[src/rtl/irq_seq_pkg.sv]
package irq_seq_pkg;

    typedef enum logic [2:0] {
        ST_IDLE    = 3'd0,
        ST_PUSH_LO = 3'd1,
        ST_PUSH_HI = 3'd2,
        ST_VECTOR  = 3'd3,
        ST_POP_HI  = 3'd4,
        ST_POP_LO  = 3'd5,
        ST_RESUME  = 3'd6
    } seq_state_t;

endpackage

[src/rtl/irq_prienc.sv]
module irq_prienc #(
    parameter int N  = 5,
    parameter int IW = 3
) (
    input  logic [N-1:0]  vec_i,
    output logic          hit_o,
    output logic [IW-1:0] idx_o
);
    // lowest index has the highest polling rank
    always_comb begin
        hit_o = 1'b0;
        idx_o = '0;
        for (int i = N - 1; i >= 0; i--) begin
            if (vec_i[i]) begin
                hit_o = 1'b1;
                idx_o = IW'(i);
            end
        end
    end
endmodule

[src/rtl/irq_arbiter.sv]
module irq_arbiter #(
    parameter int NSRC = 5,
    parameter int IDXW = 3
) (
    input  logic [NSRC-1:0] req_i,
    input  logic [NSRC-1:0] en_i,
    input  logic [NSRC-1:0] prio_i,
    input  logic            gie_i,
    input  logic            blk_hi_i,
    input  logic            blk_lo_i,
    output logic            win_valid_o,
    output logic            win_hi_o,
    output logic [IDXW-1:0] win_idx_o
);
    logic [NSRC-1:0] armed;
    logic [NSRC-1:0] cand_hi;
    logic [NSRC-1:0] cand_lo;
    logic            hit_hi;
    logic            hit_lo;
    logic [IDXW-1:0] idx_hi;
    logic [IDXW-1:0] idx_lo;

    assign armed   = req_i & en_i & {NSRC{gie_i}};
    assign cand_hi = armed &  prio_i & {NSRC{~blk_hi_i}};
    assign cand_lo = armed & ~prio_i & {NSRC{~blk_lo_i}};

    irq_prienc #(.N(NSRC), .IW(IDXW)) enc_hi_i (
        .vec_i (cand_hi),
        .hit_o (hit_hi),
        .idx_o (idx_hi)
    );

    irq_prienc #(.N(NSRC), .IW(IDXW)) enc_lo_i (
        .vec_i (cand_lo),
        .hit_o (hit_lo),
        .idx_o (idx_lo)
    );

    assign win_valid_o = hit_hi | hit_lo;
    assign win_hi_o    = hit_hi;
    assign win_idx_o   = hit_hi ? idx_hi : idx_lo;
endmodule

[src/rtl/irq_level_track.sv]
module irq_level_track (
    input  logic       clk,
    input  logic       rst_n,
    input  logic       set_i,
    input  logic       set_hi_i,
    input  logic       clr_i,
    output logic [1:0] isr_o
);
    logic [1:0] isr_q;

    always_ff @(posedge clk) begin
        if (!rst_n) begin
            isr_q <= 2'b00;
        end else if (set_i) begin
            if (set_hi_i) isr_q[1] <= 1'b1;
            else          isr_q[0] <= 1'b1;
        end else if (clr_i) begin
            if (isr_q[1]) isr_q[1] <= 1'b0;
            else          isr_q[0] <= 1'b0;
        end
    end

    assign isr_o = isr_q;
endmodule

[src/rtl/irq_stack_ptr.sv]
module irq_stack_ptr #(
    parameter int             AW      = 8,
    parameter logic [AW-1:0]  SP_INIT = 8'h07
) (
    input  logic          clk,
    input  logic          rst_n,
    input  logic          inc_i,
    input  logic          dec_i,
    output logic [AW-1:0] sp_o
);
    logic [AW-1:0] sp_q;

    always_ff @(posedge clk) begin
        if (!rst_n)     sp_q <= SP_INIT;
        else if (inc_i) sp_q <= sp_q + AW'(1);
        else if (dec_i) sp_q <= sp_q - AW'(1);
    end

    assign sp_o = sp_q;
endmodule

[src/rtl/irq_seq.sv]
module irq_seq
    import irq_seq_pkg::*;
#(
    parameter int               NSRC     = 5,
    parameter int               PCW      = 16,
    parameter int               SPW      = 8,
    parameter logic [SPW-1:0]   SP_INIT  = 8'h07,
    parameter int               VEC_BASE = 3,
    parameter int               VEC_STEP = 8
) (
    input  logic            clk,
    input  logic            rst_n,
    input  logic            gie_i,
    input  logic [NSRC-1:0] req_i,
    input  logic [NSRC-1:0] en_i,
    input  logic [NSRC-1:0] prio_i,
    input  logic [PCW-1:0]  pc_i,
    input  logic            reti_i,
    output logic [SPW-1:0]  mem_addr_o,
    output logic [PCW/2-1:0] mem_wdata_o,
    output logic            mem_we_o,
    input  logic [PCW/2-1:0] mem_rdata_i,
    output logic [SPW-1:0]  sp_o,
    output logic            pc_load_o,
    output logic [PCW-1:0]  pc_val_o,
    output logic [1:0]      in_service_o,
    output logic            cpu_hold_o
);
    localparam int IDXW = (NSRC > 1) ? $clog2(NSRC) : 1;
    localparam int BW   = PCW / 2;

    seq_state_t      state_q, state_d;
    logic            win_valid, win_hi;
    logic [IDXW-1:0] win_idx;
    logic [1:0]      isr;
    logic [SPW-1:0]  sp;
    logic            take_irq, take_ret;
    logic [IDXW-1:0] cap_idx_q;
    logic            cap_hi_q;
    logic [PCW-1:0]  cap_pc_q;
    logic [BW-1:0]   pop_hi_q, pop_lo_q;
    logic [PCW-1:0]  vec_addr;

    irq_arbiter #(.NSRC(NSRC), .IDXW(IDXW)) arb_i (
        .req_i       (req_i),
        .en_i        (en_i),
        .prio_i      (prio_i),
        .gie_i       (gie_i),
        .blk_hi_i    (isr[1]),
        .blk_lo_i    (isr[1] | isr[0]),
        .win_valid_o (win_valid),
        .win_hi_o    (win_hi),
        .win_idx_o   (win_idx)
    );

    irq_level_track lvl_i (
        .clk      (clk),
        .rst_n    (rst_n),
        .set_i    (state_q == ST_VECTOR),
        .set_hi_i (cap_hi_q),
        .clr_i    (state_q == ST_RESUME),
        .isr_o    (isr)
    );

    irq_stack_ptr #(.AW(SPW), .SP_INIT(SP_INIT)) sp_i (
        .clk   (clk),
        .rst_n (rst_n),
        .inc_i ((state_q == ST_PUSH_LO) || (state_q == ST_PUSH_HI)),
        .dec_i ((state_q == ST_POP_HI) || (state_q == ST_POP_LO)),
        .sp_o  (sp)
    );

    // return strobe outranks a new request in the same idle cycle
    assign take_ret = (state_q == ST_IDLE) && reti_i;
    assign take_irq = (state_q == ST_IDLE) && !reti_i && win_valid;

    // state register
    always_ff @(posedge clk) begin
        if (!rst_n) state_q <= ST_IDLE;
        else        state_q <= state_d;
    end

    // next-state logic
    always_comb begin
        state_d = state_q;
        unique case (state_q)
            ST_IDLE: begin
                if (take_ret)      state_d = ST_POP_HI;
                else if (take_irq) state_d = ST_PUSH_LO;
            end
            ST_PUSH_LO: state_d = ST_PUSH_HI;
            ST_PUSH_HI: state_d = ST_VECTOR;
            ST_VECTOR:  state_d = ST_IDLE;
            ST_POP_HI:  state_d = ST_POP_LO;
            ST_POP_LO:  state_d = ST_RESUME;
            ST_RESUME:  state_d = ST_IDLE;
            default:    state_d = ST_IDLE;
        endcase
    end

    // captured context and popped bytes
    always_ff @(posedge clk) begin
        if (!rst_n) begin
            cap_idx_q <= '0;
            cap_hi_q  <= 1'b0;
            cap_pc_q  <= '0;
            pop_hi_q  <= '0;
            pop_lo_q  <= '0;
        end else begin
            if (take_irq) begin
                cap_idx_q <= win_idx;
                cap_hi_q  <= win_hi;
                cap_pc_q  <= pc_i;
            end
            if (state_q == ST_POP_HI) pop_hi_q <= mem_rdata_i;
            if (state_q == ST_POP_LO) pop_lo_q <= mem_rdata_i;
        end
    end

    assign vec_addr = PCW'(VEC_BASE) + PCW'(VEC_STEP) * PCW'(cap_idx_q);

    // outputs
    always_comb begin
        mem_addr_o  = sp;
        mem_wdata_o = '0;
        mem_we_o    = 1'b0;
        pc_load_o   = 1'b0;
        pc_val_o    = '0;
        unique case (state_q)
            ST_IDLE: ;
            ST_PUSH_LO: begin
                mem_we_o    = 1'b1;
                mem_addr_o  = sp + SPW'(1);
                mem_wdata_o = cap_pc_q[BW-1:0];
            end
            ST_PUSH_HI: begin
                mem_we_o    = 1'b1;
                mem_addr_o  = sp + SPW'(1);
                mem_wdata_o = cap_pc_q[PCW-1:BW];
            end
            ST_VECTOR: begin
                pc_load_o = 1'b1;
                pc_val_o  = vec_addr;
            end
            ST_POP_HI, ST_POP_LO: mem_addr_o = sp;
            ST_RESUME: begin
                pc_load_o = 1'b1;
                pc_val_o  = {pop_hi_q, pop_lo_q};
            end
            default: ;
        endcase
    end

    assign sp_o         = sp;
    assign in_service_o = isr;
    assign cpu_hold_o   = (state_q != ST_IDLE);
endmodule

[config.mk]
export PLATFORM = sky130hd
export DESIGN_NAME = irq_seq
export DESIGN_NICKNAME = d
export VERILOG_FILES = /design/src/rtl/irq_seq_pkg.sv /design/src/rtl/irq_prienc.sv /design/src/rtl/irq_arbiter.sv /design/src/rtl/irq_level_track.sv /design/src/rtl/irq_stack_ptr.sv /design/src/rtl/irq_seq.sv
export SDC_FILE = /design/constraint.sdc
export NUM_CORES = 1
export LEC_CHECK = 0
export ABC_CLOCK_PERIOD_IN_PS = 2900
export CAP_MARGIN = 0
export CORE_MARGIN = 1.5
export CORE_UTILIZATION = 49
export CTS_BUF_LIST = sky130_fd_sc_hd__clkbuf_4
export DETAILED_ROUTE_END_ITERATION = 10
export PLACE_DENSITY = 0.86
export SKIP_CTS_REPAIR_TIMING = 1
export SYNTH_ARGS = -nofsm -noshare
export SYNTH_HDL_FRONTEND = slang
export SYNTH_HIERARCHICAL = 1
export SYNTH_SLANG_ARGS = --single-unit
[constraint.sdc]
create_clock -name clk -period 2.9 [get_ports clk]
set_input_delay 0.58 -clock clk [delete_from_list [all_inputs] [get_ports clk]]
set_output_delay 0.58 -clock clk [all_outputs]
set_load 0.05 [all_outputs]
After elaboration in Yosys (flattened, before gate mapping)
Index checks and enable logic that the tools add are counted.
Operators by class
  $add $sub $neg: 3
  bitwise logic cells: 11
  equal/unequal tests: 10
  reductions and logical operators: 14
  mux-type cells: 36
Operators with widths (number)
  $mux W3: 13
  $pmux W16 S2: 1
  $and A5 B5 Y5: 6
  $mux W8: 3
  $pmux W8 S2: 1
  $mux W1: 15
  $pmux W3 S5: 1
  $eq A3 B3 Y1 const B: 3
  $add A8 B1 Y8 const B: 1
  $sub A8 B1 Y8 const B: 1
  $add A2 B6 Y7 const A: 1
  $eq A3 B2 Y1 const B: 2
  $not A5 Y5: 1
  $mux W2: 2
  $ne A2 B2 Y1 const B: 2
  $reduce_bool A2 Y1: 2
  $reduce_or A2 Y1: 2
  $eq A3 B1 Y1 const B: 1
  $logic_and A1 B1 Y1: 3
  $logic_not A3 Y1: 1
  $ne A3 B3 Y1 const B: 1
  $reduce_and A3 Y1: 1
  $reduce_bool A3 Y1: 1
  $logic_or A1 B1 Y1: 2
  other kinds (5): 7
Storage, ports and cells
  output and inout bits: 45
  word-level logic and storage cells: 83
  input port bits: 43
  register bits: 49

Longest topological paths before layout
  word-level depth: 14
  depth in mapped cells: 10
  depth with buffers taken out: 9

Cells and area by module
Netlist, hierarchy kept.
Modules (own cells, without submodules)
  irq_seq: cells an instance 240, times used 1, area each 1951.9 um2, seq. area each 780.7 um2
  irq_stack_ptr: cells an instance 73, times used 1, area each 608.1 um2, seq. area each 160.2 um2
  irq_arbiter: cells an instance 21, times used 1, area each 141.4 um2, seq. area each 0.0 um2
  irq_prienc: cells an instance 8, times used 2, area each 48.8 um2, seq. area each 0.0 um2
  irq_level_track: cells an instance 9, times used 1, area each 96.3 um2, seq. area each 40.0 um2

Least setup slack after synthesis
No wires, ideal clock.
  kind: reg-to-reg
  start point: register state_q[1]
  end point: register sp_i.sp_q[6] (netlist: sp_i/sp_o[6])
  clock period less this slack: 2836 ps
  library setup time: 63 ps
  path slack: 64 ps
  data arrival time: 2773 ps
  required time: 2837 ps
  path buffers: 1
  cell stages (with the launch flop): 10
  cell sequence: dfxtp_1 -> buf_4 -> xnor2_4 -> nor2_2 -> inv_1 -> ha_1 -> a21o_1 -> a211oi_1 -> or4_1 -> nand3_1
Between the ends
  longest elaborated chain between the ends: 3
  elaborated cells on any way between the ends: 8
  those cells by class: eq/ne (4); mux (1); reduce/logical (3)
RTL lines
  start: declaration: RTL line irq_seq.sv:32  | seq_state_t state_q, state_d;
  start signal: assignment: RTL line irq_seq.sv:80  | else state_q <= state_d;
  $eq A3 B1 Y1 (tied with other cells): RTL line irq_seq.sv:68  | .inc_i ((state_q == ST_PUSH_LO) || (state_q == ST_PUSH_HI)),
  $logic_or A1 B1 Y1, on equally long branches: RTL line irq_seq.sv:68, irq_seq.sv:69
  $mux W8 or $reduce_bool A2 Y1 (tied branches)
  end signal: assignment: RTL line irq_stack_ptr.sv:15  | else if (inc_i) sp_q <= sp_q + AW'(1);
  end signal: assignment: RTL line irq_stack_ptr.sv:16  | else if (dec_i) sp_q <= sp_q - AW'(1);
  end: declaration: RTL line irq_stack_ptr.sv:11  | logic [AW-1:0] sp_q;
Several ways; a longest one is shown, not always the timed one.
A chain may end at the register's enable or synchronous reset.

Worst setup path in the final report
  start point: register state_q[1]
  end point: output mem_we_o
Between the ends
  longest elaborated chain between the ends: 3
  elaborated cells on any way between the ends: 4
  those cells by class: eq/ne (2); mux (1); reduce/logical (1)
RTL lines
  $eq A3 B1 Y1 or $eq A3 B2 Y1 (tied branches): RTL line irq_seq.sv:129  | unique case (state_q)
  $reduce_or A2 Y1 (no line) (*)
  $mux W1 (*): RTL line irq_seq.sv:129
  end: declaration: RTL line irq_seq.sv:21  | output logic mem_we_o,
Every way passes the cells marked *; elsewhere a longest branch is shown, timed or not.

==> flow_metrics.py <==
metrics = {
    "placement": {
        "gp_congestion": 0.913,
        "dpl.hpwl_microns": 5460,
        "portBuffers": 87,
    },
    "synth": {
        "synth_area_leaders": "dfxtp_1 (34%), a21oi_1 (6.4%), nand3_1 (6.2%), o21ai_0 (3.1%), nor2_1 (3.1%)",
        "synth_top_family_by_area": "simple AND/OR/NAND/NOR gates",
        "synthDistinctLibCells": 53,
        "syn-cell-area_sq_um": 2900,
        "muxShareOfSynthArea_pct": 4.32,
        "syn-num-nets": 410,
        "synth_top_area_share_pct": 33.9,
        "yosysMostFrequentCell": "dfxtp_1",
        "synth_commonest_cells": "dfxtp_1 (49), a21oi_1 (37), nand3_1 (36)",
        "synth_compound_area_share_pct": 18.0,
        "synthAdderAreaFrac_pct": 3.72,
        "syn_inst": 359,
        "synth_top_area_cell": "dfxtp_1",
        "synth-edff-count": 0,
        "yosys_most_used_dff": "dfxtp_1",
        "ys_ff_latch": 49,
        "ys_async_sr_fraction_pct": 0,
        "synth-xor-area-share_pct": 3.98,
        "synth-simple-area-share_pct": 30.1,
        "synth_seq_area_share_pct": 33.9,
        "synth_area_per_cell_sq_um": 8.06,
        "yosysWarnings": 6,
    },
    "floorplanning": {
        "die_x_microns": 79.9,
        "core_area_sq_um": 5610,
        "start_util_pct": 51.6,
        "placementRows": 27,
        "die_area_sq_um": 6380,
        "ios": 88,
        "die_h_microns": 79.9,
    },
    "pwr": {
        "combinationalPowerShare_pct": 53.4,
        "p_seq_share_pct": 32.0,
        "max-vdd-ir-drop_mv": 0.505,
        "power.internal_mw": 1.49,
        "swShare_pct": 43.5,
        "p_leak_nw": 1.61,
        "pwr_density_cell_nw_per_um2": 656,
        "p_clk_share_pct": 14.6,
        "p_sw_mw": 1.14,
    },
    "setup_path": {
        "endpoint_kind": "output port",
        "worstSetupStartpointType": "register",
        "critPathMaxStageDelay_ns": 0.82,
        "cp_max_fo": 11,
        "cpMaxStageDelayCell": "clkdlybuf4s50_1",
        "crit_family": "buffers and inverters",
        "required_ns": 2.32,
        "crit_type": "register to output port",
        "path_cells": "xnor2_4, nor2_2, clkdlybuf4s50_1",
        "cp_num_buf_inv": 1,
        "arrival_ns": 2.16,
    },
    "job": {
        "drv_cap": 0,
    },
    "clocking": {
        "path_clk_slew_ns": 0.13,
        "numCtsBuffers": 5,
        "cts_tree": "yes",
        "cts_root_buffer": "clkbuf_4",
        "clock_sinks": 49,
        "clk_path_buf_depth": 2,
        "insertion_delay_ns": 0.35,
        "htree_levels": 2,
    },
    "sta": {
        "whs_ns": 0.465,
        "relSlewSlack_pct": 41.6,
        "setup_viol": 0,
        "finalClockSkew_ns": 0.00487,
        "fmax_ghz": 0.365,
        "slew_viol_final": 0,
        "tightest_slew_ns": 0.872,
        "period_needed_ns": 2.74,
        "tns_ns": 0,
        "post-route-period-util_pct": 94.5,
        "hold_viol_final": 0,
        "rsz0062_at_grt": "false",
    },
    "layout": {
        "diodes": 0,
        "fillers": 427,
        "area_delta_synth_final_pct": 38.5,
        "layout-drive-gt1-share_pct": 16.8,
        "final_nets": 492,
    },
    "global_routing": {
        "track_usage_pct": 24.1,
        "overflow": 0,
        "grt_max_degree": 27,
        "antenna_found_initial": 0,
        "grt_pass1_wl_microns": 12500,
        "grt_pass1_vias": 2797,
    },
    "worst_hold_path": {
        "hold_class": "register to register",
    },
    "routing": {
        "drt-pass1-iter-count": 4,
        "ant_nets": 0,
        "wl_per_cell_microns": 14.3,
        "drc": 0,
        "vias": 2927,
        "viasPerCell": 5.71,
        "drt-initial-drc-count": 114,
        "routed_wl_microns": 7350,
    },
    "run_status": {
        "outcome": "finished, final reports clean",
    },
}
[state kept, by name, summed over array words and instances, names as in the netlist]
register	count
lvl_i/isr_o	2
pop_lo_q	8
pop_hi_q	8
cap_pc_q	16
cap_hi_q	1
state_q	3
cap_idx_q	3
sp_i/sp_o	8
[logic make-up (layout without fill, tap and decap cells)]
kind of cell	Yosys count	count (layout)
AOI/OAI and AO/OA	90	90
and+or+nand+nor	154	154
adders and majority gates	8	8
buffers and inverters	35	117
DFF	49	49
muxes	12	12
xor gates and xnor gates	11	11
[cell type report]
type                       instances  area [sq um]  share of cell area (%)
clock inverter                     2          35.0                   0.873
timing repair buffer             102          1100                    27.4
clock buffer                       5          37.5                   0.936
tap                               72          90.1                    2.25
multi-input combinational        275          1740                    43.4
inverter                           8          30.0                   0.749
sequential                        49           981                    24.5
[placed cells by master, fill, tap and decap left out, drive strengths merged, types with 2 or more instances in the layout]
cell type / n
and2: 3
and3: 14
nor3b: 4
nand2b: 10
mux2i: 8
clkbuf: 5
nand2: 22
xor2: 10
or2: 3
buf: 49
or4: 2
dfxtp: 49
clkdlybuf4s50: 53
a21boi: 2
nand3: 36
mux2: 4
nor2: 26
a21oi: 38
nor2b: 4
nor4bb: 2
ha: 7
nand4b: 2
and4: 5
nor4: 2
o21ai: 28
nand3b: 2
inv: 8
a21o: 3
nor3: 14
a22o: 4
a22oi: 8
[metal layers]
metal  part of all wire, %  track usage, %  up-vias
met4                  0.87            6.90        0
met3                   5.6            4.69        9
met2                    51            42.9       95
li1                      -               -     1447
met5                     0               0        -
met1                    43            29.3     1376
[power groups by stage]
stage	combinational [mW]	sequential, mW	clock [mW]
global placement	1.36	0.852	0
finish	1.41	0.841	0.384
CTS	1.40	0.841	0.394
floorplan	0.848	0.935	0
detailed placement	1.40	0.857	0
global route	1.52	0.855	0.416
[metrics by stage]
stage / setup WS [ns] / power (mW) / area, sq um / util [%] / cells
finish: 0.159 / 2.63 / 4010 / 71.5 / 513
global route: 0.0230 / 2.79 / 4010 / 71.5 / 513
CTS: 0.147 / 2.64 / 4010 / 71.5 / 513
detailed placement: 0.0497 / 2.25 / 3940 / 70.2 / 506
global placement: 0.102 / 2.21 / 3940 / 70.2 / 506
floorplan: 0.0640 / 1.78 / 2900 / - / 359
[worst paths after layout]
check | from | to | slack [ns] | cells after the start
worst min-delay path | pop_lo_q[6] | pop_lo_q[6] | 0.46 | 2
worst max register to register | state_q[1] | sp_i/sp_o[5] | 0.35 | 8
worst max-delay path | state_q[1] | mem_we_o | 0.16 | 3
worst min register to register | pop_lo_q[6] | pop_lo_q[6] | 0.46 | 2
[worst min-delay path, cell delays in order (launching register included)]
cell and delay (ns):
dfxtp_1 0.33, nand2_1 0.05, a21oi_1 0.05
Note: power is estimated with default switching activity, not from simulation.
